`src/rtl/rsh_pkg.sv`:
```
package rsh_pkg;
  typedef enum logic [3:0] {
    OP_SLL  = 4'd0,
    OP_SRL  = 4'd1,
    OP_SRA  = 4'd2,
    OP_SLO  = 4'd3,
    OP_SRO  = 4'd4,
    OP_ROL  = 4'd5,
    OP_ROR  = 4'd6,
    OP_REV  = 4'd7,
    OP_REV8 = 4'd8,
    OP_ORCB = 4'd9,
    OP_BSET = 4'd10,
    OP_BCLR = 4'd11,
    OP_BINV = 4'd12,
    OP_BEXT = 4'd13
  } rsh_op_e;

  function automatic logic is_left(input logic [3:0] op);
    return op == OP_SLL || op == OP_SLO || op == OP_ROL ||
           op == OP_BSET || op == OP_BCLR || op == OP_BINV;
  endfunction

  function automatic logic is_mask(input logic [3:0] op);
    return op == OP_BSET || op == OP_BCLR || op == OP_BINV;
  endfunction
endpackage

```
`src/rtl/rsh_front.sv`:
```
module rsh_front
  import rsh_pkg::*;
#(
  parameter int XLEN = 32,
  localparam int SHW = $clog2(XLEN)
) (
  input  logic [3:0]      op,
  input  logic [XLEN-1:0] src,
  input  logic [XLEN-1:0] amt,
  output logic [XLEN-1:0] net_lo,
  output logic [XLEN-2:0] net_hi,
  output logic [SHW-1:0]  net_amt
);
  logic [XLEN-1:0] base;
  logic [XLEN-1:0] base_rev;
  logic            rev_in;
  logic            fill;
  logic            rotate;
  logic            no_shift;

  for (genvar i = 0; i < XLEN; i++) begin : g_rev
    assign base_rev[i] = base[XLEN-1-i];
  end

  always_comb begin
    base     = is_mask(op) ? XLEN'(1) : src;
    rev_in   = is_left(op) || op == OP_REV || op == OP_REV8;
    rotate   = op == OP_ROL || op == OP_ROR;
    no_shift = op == OP_REV || op == OP_REV8 || op == OP_ORCB;
    unique case (op)
      OP_SRA:        fill = src[XLEN-1];
      OP_SLO, OP_SRO: fill = 1'b1;
      default:       fill = 1'b0;
    endcase
    net_lo  = rev_in ? base_rev : base;
    net_hi  = rotate ? net_lo[XLEN-2:0] : {(XLEN-1){fill}};
    net_amt = no_shift ? '0 : amt[SHW-1:0];
  end
endmodule

```
`src/rtl/rsh_rnet.sv`:
```
module rsh_rnet #(
  parameter int XLEN = 32,
  localparam int SHW = $clog2(XLEN),
  localparam int NW  = 2*XLEN-1
) (
  input  logic [XLEN-1:0] lo,
  input  logic [XLEN-2:0] hi,
  input  logic [SHW-1:0]  amt,
  output logic [XLEN-1:0] out
);
  logic [NW-1:0] stage [SHW+1];

  assign stage[0] = {hi, lo};

  for (genvar k = 0; k < SHW; k++) begin : g_stage
    localparam int D = 1 << k;
    assign stage[k+1] = amt[k] ? {{D{1'b0}}, stage[k][NW-1:D]} : stage[k];
  end

  assign out = stage[SHW][XLEN-1:0];
endmodule

```
`src/rtl/rsh_back.sv`:
```
module rsh_back
  import rsh_pkg::*;
#(
  parameter int XLEN = 32,
  localparam int NB = XLEN / 8
) (
  input  logic [3:0]      op,
  input  logic [XLEN-1:0] src,
  input  logic [XLEN-1:0] net,
  output logic [XLEN-1:0] res
);
  logic [XLEN-1:0] net_rev;
  logic [XLEN-1:0] byte_rev;
  logic [XLEN-1:0] orc;

  for (genvar i = 0; i < XLEN; i++) begin : g_rev
    assign net_rev[i] = net[XLEN-1-i];
  end

  for (genvar b = 0; b < NB; b++) begin : g_byte
    for (genvar j = 0; j < 8; j++) begin : g_bit
      assign byte_rev[8*b+j] = net[8*b+7-j];
    end
    assign orc[8*b +: 8] = {8{|net[8*b +: 8]}};
  end

  always_comb begin
    unique case (op)
      OP_SLL, OP_SLO, OP_ROL:         res = net_rev;
      OP_SRL, OP_SRA, OP_SRO, OP_ROR: res = net;
      OP_REV:  res = net;
      OP_REV8: res = byte_rev;
      OP_ORCB: res = orc;
      OP_BSET: res = src | net_rev;
      OP_BCLR: res = src & ~net_rev;
      OP_BINV: res = src ^ net_rev;
      OP_BEXT: res = {{(XLEN-1){1'b0}}, net[0]};
      default: res = '0;
    endcase
  end
endmodule

```
`src/rtl/rsh_unit.sv`:
```
module rsh_unit #(
  parameter int XLEN = 32,
  localparam int SHW = $clog2(XLEN)
) (
  input  logic            clk,
  input  logic            rst,
  input  logic [3:0]      op_i,
  input  logic [XLEN-1:0] src_i,
  input  logic [XLEN-1:0] amt_i,
  output logic [XLEN-1:0] res_o
);
  logic [XLEN-1:0] net_lo;
  logic [XLEN-2:0] net_hi;
  logic [SHW-1:0]  net_amt;
  logic [XLEN-1:0] net_out;
  logic [XLEN-1:0] res_d;

  rsh_front #(.XLEN(XLEN)) u_front (
    .op(op_i), .src(src_i), .amt(amt_i),
    .net_lo(net_lo), .net_hi(net_hi), .net_amt(net_amt)
  );

  rsh_rnet #(.XLEN(XLEN)) u_rnet (
    .lo(net_lo), .hi(net_hi), .amt(net_amt), .out(net_out)
  );

  rsh_back #(.XLEN(XLEN)) u_back (
    .op(op_i), .src(src_i), .net(net_out), .res(res_d)
  );

  always_ff @(posedge clk) begin
    if (rst) res_o <= '0;
    else     res_o <= res_d;
  end
endmodule

```
`config.mk`:
```
export PLATFORM = sky130hd
export DESIGN_NAME = rsh_unit
export DESIGN_NICKNAME = d
export VERILOG_FILES = /design/src/rtl/rsh_pkg.sv /design/src/rtl/rsh_front.sv /design/src/rtl/rsh_rnet.sv /design/src/rtl/rsh_back.sv /design/src/rtl/rsh_unit.sv
export SDC_FILE = /design/constraint.sdc
export NUM_CORES = 1
export LEC_CHECK = 0
export BUFFER_PORTS_ARGS = -buffer_cell sky130_fd_sc_hd__buf_2
export CAP_MARGIN = 25
export CELL_PAD_IN_SITES_DETAIL_PLACEMENT = 1
export CELL_PAD_IN_SITES_GLOBAL_PLACEMENT = 1
export CORE_MARGIN = 4
export CORE_UTILIZATION = 42
export CTS_CLUSTER_SIZE = 20
export DETAILED_ROUTE_END_ITERATION = 8
export GPL_ROUTABILITY_DRIVEN = 0
export PLACE_DENSITY_LB_ADDON = 0.1
export SYNTH_ARGS = -nofsm -noshare
export SYNTH_HDL_FRONTEND = slang
export SYNTH_HIERARCHICAL = 1
export SYNTH_SLANG_ARGS = --single-unit
```
`constraint.sdc`:
```
create_clock -name clk -period 6.65 [get_ports clk]
set_input_delay 0.665 -clock clk [delete_from_list [all_inputs] [get_ports clk]]
set_output_delay 0.665 -clock clk [all_outputs]
set_load 0.005 [all_outputs]
```
Word-level counts from Yosys, hierarchy flattened
Cells that the tools add are included.
Widths: inputs -> output; s select.
- register bits after elaboration: 32
- logic and storage cells: 49
- output and inout port bits: 32
- bits of input ports: 70
- multiplexer cells: 11
- reduce and logical (&&, ||, !) cells: 20
- bitwise operators: 4
- equality and inequality tests: 13
- operators with widths (kind ; count):
    $pmux 32 s8 ; 1
    $mux 32 ; 3
    $mux 62 ; 1
    $mux 60 ; 1
    $mux 56 ; 1
    $mux 48 ; 1
    $and 32x32->32 ; 1
    $not 32->32 ; 1
    $or 32x32->32 ; 1
    $reduce_or 8->1 ; 4
    $xor 32x32->32 ; 1
    $mux 31 ; 1
    $eq 4x4->1 const B ; 6
    $eq 4x3->1 const B ; 4
    $logic_or 1x1->1 ; 12
    $eq 4x2->1 const B ; 2
    $mux 5 ; 1
    $reduce_or 5->1 ; 1
    $eq 4x1->1 const B ; 1
    $logic_not 4->1 ; 1
    $reduce_or 3->1 ; 1
    $pmux 1 s2 ; 1
    $reduce_or 2->1 ; 1

Longest topological paths before layout
Gate-level depths: netlist (run 1).
- depth after elaboration: 18
- mapped depth: 19
- depth with buffers taken out: 15

Hierarchy
The synthesis (run 1) kept the hierarchy.
- by module, submodules not included (module ; seq. area each (µm²) ; cells an instance ; instances ; area an instance (µm²)):
    rsh_rnet ; 0.0 ; 348 ; 1 ; 3195.6
    rsh_back ; 0.0 ; 337 ; 1 ; 2572.5
    rsh_front ; 0.0 ; 132 ; 1 ; 868.3
    rsh_unit ; 640.6 ; 67 ; 1 ; 863.3

Worst setup path after synthesis (run 1)
Ideal clock, no wire load.
- path type: input -> register
- start: input port op_i[1]
- end: register res_o[16]
- buffers on the path: 2
- data required time: 6.536 ns
- setup slack: 2.017 ns
- stages on the path: 15
- arrival: 4.519 ns
- library setup time: 0.114 ns
- path through: buf_4 > nor2_4 > mux2i_4 > buf_8 > nor2_2 > a211o_1 > mux4_1 > mux2_4 > and2_0 > or4_1 > or4_1 > o21ai_4 > o221ai_1 > a221o_1 > nor2b_1
- elaborated cells between the ends (all ways): 45
- those cells by class: 13 x eq/ne; 11 x mux; 4 x bitwise; 17 x reduce/logical
- RTL lines (element ; RTL line ; source):
    start, declared ; rsh_unit.sv:7 ; input logic [3:0] op_i,
    $eq 4x2->1 / $logic_not 4->1 (equally long branches) ; rsh_pkg.sv:20 ; return op == OP_SLL || op == OP_SLO || op == OP_ROL ||
    $logic_or 1x1->1 (3 in series) ; rsh_pkg.sv:20 ;
    $logic_or 1x1->1 (2 in series) ; rsh_pkg.sv:21 ; op == OP_BSET || op == OP_BCLR || op == OP_BINV;
    $logic_or 1x1->1 (2 in series) ; rsh_front.sv:27 ; rev_in = is_left(op) || op == OP_REV || op == OP_REV8;
    $mux 32 * ; rsh_front.sv:35 ; net_lo = rev_in ? base_rev : base;
    named net net_lo[31] ; rsh_unit.sv:12 ; logic [XLEN-1:0] net_lo;
    $mux 62 * ; rsh_rnet.sv:17 ; assign stage[k+1] = amt[k] ? {{D{1'b0}}, stage[k][NW-1:D]} : stage[k];
    $mux 60 * ; rsh_rnet.sv:17 ;
    $mux 56 * ; rsh_rnet.sv:17 ;
    $mux 48 * ; rsh_rnet.sv:17 ;
    $mux 32 * ; rsh_rnet.sv:17 ;
    named net net_out[19] ; rsh_unit.sv:15 ; logic [XLEN-1:0] net_out;
    $reduce_or 8->1 * ; rsh_back.sv:24 ; assign orc[8*b +: 8] = {8{|net[8*b +: 8]}};
    $pmux 32 s8 * ; rsh_back.sv:28 ; unique case (op)
    named net res_d[16] ; rsh_unit.sv:16 ; logic [XLEN-1:0] res_d;
    end signal, assigned ; rsh_unit.sv:33 ; else res_o <= res_d;
    end, declared ; rsh_unit.sv:10 ; output logic [XLEN-1:0] res_o
The timed path passes the listed nets; every way through them passes the cells marked *.
A chain may end at the register's enable or synchronous reset.

Worst setup path after layout (run 1)
- start: input port op_i[2]
- end: register res_o[21]
The elaborated chain is that of the path after synthesis.

==> impl_metrics.yaml, run 1 <==
grt:
  grt_first_pass_wirelength_um: 45500
  grt_max_degree: 76
  grt_pass1_vias: 7828
  gr-usage-all-layers_pct: 28.5
  grt.overflow.total: 0
  antenna_found_initial: 0
clock_network:
  clk_pin_slew_ps: 50
  ctsHoldBuffers: 0
  clock_tree.root_cell: "clkbuf_16"
  cts_buffers: 5
  ctsLongestPathBuffers: 2
  ctsResizeCount: 0
  cts_tree: "yes"
  h-tree-depth: 2
  clock-sinks: 32
  cts_setup_buffers: 0
synth:
  synthMostInstantiatedCell: "mux2i_1"
  ys_seq_area_share_pct: 8.54
  synth_top_area_share_pct: 17.4
  ys_ff_latch: 32
  yosys_warnings: 6
  netlist_area_mm2: 0.00750
  synth_edf_count: 0
  syn-num-nets: 1018
  syn_area_per_cell_um2: 8.48
  synthTopCellsByCount: "mux2i_1, nor2_1, inv_1, ha_1, mux2_2"
  yosys-top-cells-area: "mux2i_1, ha_1, dfxtp_1"
  synthCells: 884
  synth-async-reset-ratio_pct: 0
  yosys.area.top_type: "mux2i_1"
  synth_cell_types: 60
  synth_top_flop_cell: "dfxtp_1"
sta:
  rsz0062_at_grt: "no"
  finalHoldViolCount: 0
  timing.final.crit_share_pct: 86.7
  setup_viol: 0
  relSlewSlack_pct: 29.5
  max_freq_ghz: 0.173
  setup_ws_ps: 886
  hold_ws_ps: 844
  drv_slew: 0
  tightest_slew_ps: 1060
  fin_crit_ps: 5760
  fin_setup_tns_ps: 0
worst_setup_path:
  worstSetupPathType: "in -> reg"
  critical_path.max_fanout: 41
  critical_path.slowest_cell: "or4_1"
  crit_path_start_kind: "input pin"
  critical_path.max_stage_delay_ps: 700
  path_cells: "buf_2 -> buf_4 -> and2b_1 -> o21a_1 -> a211o_1 -> mux4_2 -> mux2_2 -> mux2i_1 -> o221ai_1 -> or4_1 -> o21ai_4 -> o221ai_1 -> a221o_1 -> nor2b_1"
  required_ps: 6790
  worst_ep_arrival_time_ps: 5900
  crit_top_cell: "o221ai_1"
  cp-end-kind: "register"
floorplan:
  start_util_pct: 43.1
  core_mm2: 0.0174
  boundaryPins: 102
  die_x_um: 142
  rows: 48
  die_h_um: 142
  die_area_mm2: 0.0201
layout:
  syn_to_final_growth_pct: 8.46
  final_layout_size_suffix_gt1_share_pct: 21.9
  top_regs: "res_o: 32 flops"
  fin_area_mm2: 0.00813
  antenna_cells: 0
  fillers: 2105
  largest_reg_flops: 32
  utilization_pct: 46.7
  top_register: "res_o"
  fin_nets: 1047
  fin_cells: 1139
power:
  pwr_density_cell_mw_per_mm2: 175
  power.total_mw: 1.42
  p_leak_nw: 3.63
  max-vdd-ir-drop_mv: 0.226
flow_run:
  cap_violations: 0
drt:
  vias_per_cell: 6.76
  num_vias: 7697
  dr.pass1.iters: 6
  drt-total-wl_um: 29400
  wl_per_cell_um: 25.8
  antenna_left: 0
  drc_errors: 0
  first_iter_violations: 647
placed_design:
  dp_cells: 1130
  place_area_mm2: 0.00796
  place_ws_ps: 702
  place_hpwl_um: 23500
  port_buffers: 74
hold_path:
  min_to: "res_o[8]$_SDFF_PP0_"
  hp-start: "rst"
  min_path_type: "in -> reg"
  whs_path_depth: 2
run_status:
  status: "completed"
worst max path at each step:
stage | depth (start not counted) | startpoint | slack (ps) | end
CTS | 13 | op_i[3] | 980 | res_o[28]$_SDFF_PP0_
global route | 16 | op_i[2] | 740 | res_o[28]$_SDFF_PP0_
finish | 14 | op_i[2] | 890 | res_o[21]$_SDFF_PP0_
global placement | 13 | op_i[3] | 730 | res_o[27]$_SDFF_PP0_
floorplan | 15 | op_i[1] | 2020 | res_o[16]$_SDFF_PP0_
detailed placement | 13 | op_i[3] | 700 | res_o[28]$_SDFF_PP0_
critical path, delay by kind of cell:
kind / cells / cell delay, ps
AOI/OAI and AO/OA: 6 / 2190
muxes: 3 / 1240
and+or+nand+nor: 3 / 1120
buffers and inverters: 2 / 680
area by class of cell:
cell class | instances | area [µm²] | share of cell area (%)
multi-input combinational | 713 | 6220 | 76.4
sequential | 32 | 641 | 7.88
tap | 225 | 282 | 3.46
timing repair buffer | 93 | 593 | 7.29
inverter | 68 | 255 | 3.14
clock buffer | 8 | 146 | 1.80
logic make-up (layout without fill, tap and decap cells):
group | Yosys count | count (layout) | share of synthesized area, %
adders and majority gates | 64 | 64 | 10.7
AOI/OAI and AO/OA | 237 | 237 | 24.7
xor gates and xnor gates | 2 | 2 | 0.234
DFF | 32 | 32 | 8.54
buffers and inverters | 139 | 169 | 8.71
and+or+nand+nor | 201 | 201 | 13.8
muxes | 209 | 209 | 33.3
report_power, final:
part / switching (mW) / internal (mW) / leakage [nW]
sequential: 0.00509 / 0.217 / 0.264
combinational: 0.593 / 0.385 / 3.30
clock: 0.0728 / 0.149 / 0.0712
total: 0.670 / 0.751 / 3.63
placed cells by master (no fill, tap or decap), drive strengths merged, types with 16 or more instances in the layout:
cell and instances:
mux4 25, mux2 52, ha 64, a22oi 18
dfxtp 32, buf 93, o22a 16, o21ai 38
a221o 31, a21oi 33, nor2b 39, nand2 23
o221ai 47, nor2 86, mux2i 132, inv 67
per-layer routing:
metal | global-route usage, % | part of all wire (%)
met1 | 37.0 | 42
met2 | 48.4 | 48
met3 | 4.18 | 7.4
met4 | 9.90 | 3.4
met5 | 0 | 0
No activity file was read; power rests on OpenSTA's default activity.
==> run 2, diff against run 1 <==
Settings changed: RECOVER_POWER set to 100.
Clock period 6.65 ns to 6.9 ns, I/O delays scaled along.
==> impl_metrics.yaml, run 2 (synthesis results as in run 1) <==
run_status:
  status: "completed"
placed_design:
  place_ws_ps: 1140
  place_area_mm2: 0.00817
  port_buffers: 74
  place_hpwl_um: 23900
layout:
  fillers: 2128
  largest_reg_flops: 32
  final_cell_mix: "mux2i_1, nor2_1, inv_1, ha_1, buf_2"
  final_layout_size_suffix_gt1_share_pct: 22.0
  syn_to_final_growth_pct: 10.6
  antenna_cells: 0
  top_register: "res_o"
  fin_area_mm2: 0.00829
  fin_nets: 1074
  top_regs: "res_o: 32 flops"
  final_common_cell: "mux2i_1"
floorplan:
  die_x_um: 142
  die_h_um: 142
  boundaryPins: 102
  core_mm2: 0.0174
  rows: 48
  start_util_pct: 43.1
  die_area_mm2: 0.0201
hold_path:
  whs_path_depth: 2
  hp-start: "rst"
  min_to: "res_o[22]$_SDFF_PP0_"
  min_path_type: "in -> reg"
clock_network:
  h-tree-depth: 2
  cts_tree: "yes"
  clk_pin_slew_ps: 50
  cts_buffers: 5
  ctsResizeCount: 0
  ctsHoldBuffers: 0
  ctsLongestPathBuffers: 2
  clock_tree.root_cell: "clkbuf_16"
  cts_setup_buffers: 0
  clock-sinks: 32
worst_setup_path:
  required_ps: 7040
  cp-end-kind: "register"
  worst_ep_arrival_time_ps: 6080
  critical_path.max_fanout: 41
  worstSetupPathType: "in -> reg"
  crit_path_start_kind: "input pin"
power:
  pwr_density_cell_mw_per_mm2: 169
  power.total_mw: 1.40
  max-vdd-ir-drop_mv: 0.225
  p_leak_nw: 3.70
grt:
  grt.overflow.total: 0
  grt_max_degree: 75
  grt_first_pass_wirelength_um: 45900
  gr-usage-all-layers_pct: 28.7
  grt_pass1_vias: 7950
  antenna_found_initial: 0
sta:
  drv_slew: 0
  fin_setup_tns_ps: 0
  rsz0062_at_grt: "no"
  relSlewSlack_pct: 33.5
  fin_crit_ps: 5940
  setup_viol: 0
  setup_ws_ps: 962
  finalHoldViolCount: 0
  max_freq_ghz: 0.168
  tightest_slew_ps: 998
  timing.final.crit_share_pct: 86.1
  hold_ws_ps: 875
drt:
  vias_per_cell: 6.72
  drc_errors: 0
  num_vias: 7826
  first_iter_violations: 794
  wl_per_cell_um: 25.4
  drt-total-wl_um: 29600
  dr.pass1.iters: 7
  antenna_left: 0
flow_run:
  cap_violations: 0
## run 2: cell count changes in the layout (fill, tap and decap cells not counted), sizes merged
cell    previous run  this run
clkbuf             8        23
buf               93       104
## run 2: metal layers
layer  share of wire [%]  vias to the layer above  track usage (%)  routed length (µm)
met5                   0                        -                0                   0
li1                    -                     3492                -                   -
met3                 6.1                       78             2.39                1790
met2                  47                      383             48.6               14000
met1                  43                     3873             38.3               12700
met4                 3.8                        0             10.2                1140
## run 2: layout make-up
type | instances | area (µm²) | share of cell area (%)
sequential | 32 | 641 | 7.73
timing repair buffer | 120 | 753 | 9.08
inverter | 68 | 255 | 3.08
tap | 225 | 282 | 3.40
multi-input combinational | 713 | 6210 | 74.9
clock buffer | 7 | 153 | 1.84
## run 2: stage by stage
| step | util [%] | std cells |
|---|---|---|
| 2_1_floorplan | - | 884 |
| 3_3_place_gp | 46.6 | 1155 |
| 3_5_place_dp | 46.9 | 1158 |
| 4_1_cts | 47.8 | 1165 |
| 5_1_grt | 47.6 | 1165 |
| 6_report | 47.6 | 1165 |
## run 2: worst max path at each step
stage	startpoint	to	slack (ps)	depth (start not counted)
6_report	op_i[3]	res_o[27]$_SDFF_PP0_	960	15
5_1_grt	op_i[3]	res_o[28]$_SDFF_PP0_	640	15
4_1_cts	op_i[3]	res_o[4]$_SDFF_PP0_	1420	14
3_5_place_dp	op_i[3]	res_o[4]$_SDFF_PP0_	1140	14
3_3_place_gp	op_i[3]	res_o[19]$_SDFF_PP0_	1230	14
2_1_floorplan	op_i[1]	res_o[16]$_SDFF_PP0_	2240	15
## run 2: worst max-delay path: stages
cell	delay (ps)
buf_2	270
nor2b_1	110
a32oi_1	550
and2_2	940
buf_4	390
clkbuf_1	310
mux2i_1	490
mux2i_1	180
a22oi_1	180
o221ai_1	380
or4_1	580
o21ai_4	330
o221ai_1	190
a221o_1	310
nor2b_1	140
## run 2: where the power goes
part           switching (mW)  internal (mW)  total (mW)
clock network          0.0685          0.151       0.219
logic                   0.577          0.394       0.970
registers             0.00541          0.209       0.214
total                   0.651          0.753        1.40
==> run 3, diff against run 2 <==
Settings changed: ABC_AREA set to 1.
==> impl_metrics.yaml, run 3 <==
grt:
  grt_first_pass_wirelength_um: 52400
  grt_max_degree: 62
  gr-usage-all-layers_pct: 31.3
  grt.overflow.total: 0
  grt_pass1_vias: 10079
  antenna_found_initial: 0
clock_network:
  ctsLongestPathBuffers: 2
  cts_setup_buffers: 0
  clk_pin_slew_ps: 50
  clock-sinks: 32
  ctsHoldBuffers: 0
  ctsResizeCount: 0
  cts_buffers: 5
  h-tree-depth: 2
  cts_tree: "yes"
  clock_tree.root_cell: "clkbuf_16"
worst_setup_path:
  cp-end-kind: "register"
  worstSetupPathType: "in -> reg"
  required_ps: 7050
  worst_ep_arrival_time_ps: 5840
  critical_path.max_fanout: 48
  crit_path_start_kind: "input pin"
layout:
  top_regs: "res_o: 32 flops"
  largest_reg_flops: 32
  final_layout_size_suffix_gt1_share_pct: 5.75
  top_register: "res_o"
  fin_nets: 1681
  final_common_cell: "nand2_1"
  final_cell_mix: "nand2_1, nand3_1, inv_1, nor2_1, ha_1"
  fillers: 2789
  syn_to_final_growth_pct: 5.14
  antenna_cells: 0
power:
  p_leak_nw: 4.68
  max-vdd-ir-drop_mv: 0.126
  pwr_density_cell_mw_per_mm2: 161
flow_run:
  cap_violations: 0
synth:
  syn_area_per_cell_um2: 5.09
  synth_top_area_share_pct: 28.2
  yosys.area.top_type: "nand3_1"
  synth_edf_count: 0
  netlist_area_mm2: 0.00784
  synth-async-reset-ratio_pct: 0
  synthCells: 1542
  ys_seq_area_share_pct: 8.17
  syn-num-nets: 1676
  yosys_warnings: 6
  synthMostInstantiatedCell: "nand2_1"
  ys_ff_latch: 32
  yosys-top-cells-area: "nand3_1, nand2_1, ha_1"
  synth_cell_types: 26
  synthTopCellsByCount: "nand2_1, nand3_1, inv_1, nor2_1, ha_1"
  synth_top_flop_cell: "dfxtp_1"
drt:
  antenna_left: 0
  first_iter_violations: 974
  drt-total-wl_um: 33000
  drc_errors: 0
  dr.pass1.iters: 5
  wl_per_cell_um: 18.5
  num_vias: 10289
  vias_per_cell: 5.79
floorplan:
  die_h_um: 145
  die_x_um: 145
  start_util_pct: 43.2
  core_mm2: 0.0181
  boundaryPins: 102
  rows: 49
  die_area_mm2: 0.0209
sta:
  finalHoldViolCount: 0
  fin_setup_tns_ps: 0
  drv_slew: 0
  max_freq_ghz: 0.176
  fin_crit_ps: 5690
  rsz0062_at_grt: "no"
  relSlewSlack_pct: 9.42
  tightest_slew_ps: 1350
  setup_viol: 0
  timing.final.crit_share_pct: 82.5
  hold_ws_ps: 874
  setup_ws_ps: 1210
placed_design:
  place_hpwl_um: 25100
  place_ws_ps: 1910
  port_buffers: 74
hold_path:
  min_path_type: "in -> reg"
run_status:
  status: "completed"
==> run 3: cell count changes after synthesis, moves of 32 or more <==
cell      previous run  this run
nor2b_1             39         0
o221ai_1            47         0
nand2_1             23       579
nand3_1              9       442
inv_1               67       158
a21oi_1             33         1
mux2i_1            130         0
mux2_2              50         0
==> run 3: logic make-up (layout without fill, tap and decap cells) <==
| kind of cell | Yosys count | after routing | share of synthesized area [%] |
|---|---|---|---|
| buf+inv | 255 | 261 | 15.0 |
| flops | 32 | 32 | 8.17 |
| fa+ha+maj | 64 | 64 | 10.2 |
| simple gates | 1179 | 1179 | 65.8 |
| compound gates | 12 | 12 | 0.877 |
==> run 3: final timing paths <==
path                start                   end  slack (ps)  cells after the start
setup / recovery  op_i[1]  res_o[31]$_SDFF_PP0_        1210                     20
hold / removal        rst  res_o[29]$_SDFF_PP0_         870                      2
==> run 3: final cells by class <==
cell class / instances / area (µm²) / share of cell area (%)
repair buffers: 91 / 493 / 5.98
well taps: 229 / 287 / 3.47
inverters: 162 / 613 / 7.43
clock inverters: 2 / 35.0 / 0.425
flip-flops and latches: 32 / 641 / 7.77
clock buffers: 6 / 129 / 1.56
multi-input cells: 1255 / 6050 / 73.4
==> run 3: power by group <==
group	total [mW]	switching [mW]	internal, mW
Combinational	0.862	0.611	0.251
Sequential	0.214	0.00521	0.208
Clock	0.249	0.0791	0.170
==> run 3: worst max-delay path, cell delays in order <==
cell	delay (ps)
buf_2	170
inv_1	80
nand2_1	80
nand2_1	150
o21ai_0	100
a21oi_1	650
nor2_1	540
clkbuf_2	720
nand2_1	280
nand3_1	130
nand3_1	180
nand3_1	160
nand3_1	130
nand2_1	230
nor2_1	160
nand2_1	60
o21ai_0	870
nand4_1	270
inv_1	110
nor2_1	50
==> run 3: through the flow <==
step                      total power, mW  utilization [%]  instances  instance area, µm²
after global routing                 1.45             45.4       1777                8250
after floorplan                     0.814                -       1542                7840
final                                1.32             45.4       1777                8250
after global placement               1.04             44.6       1767                8100
after CTS                            1.32             45.5       1775                8260
after detailed placement             1.06             44.6       1767                8100
==> run 3: metal layers <==
metal  up-vias  track usage [%]  wire [µm]
met3        68             4.60       2200
met4         0             10.7       1200
li1       4938                -          -
met1      4891             42.7      14700
met5         -                0          0
met2       392             50.8      14900
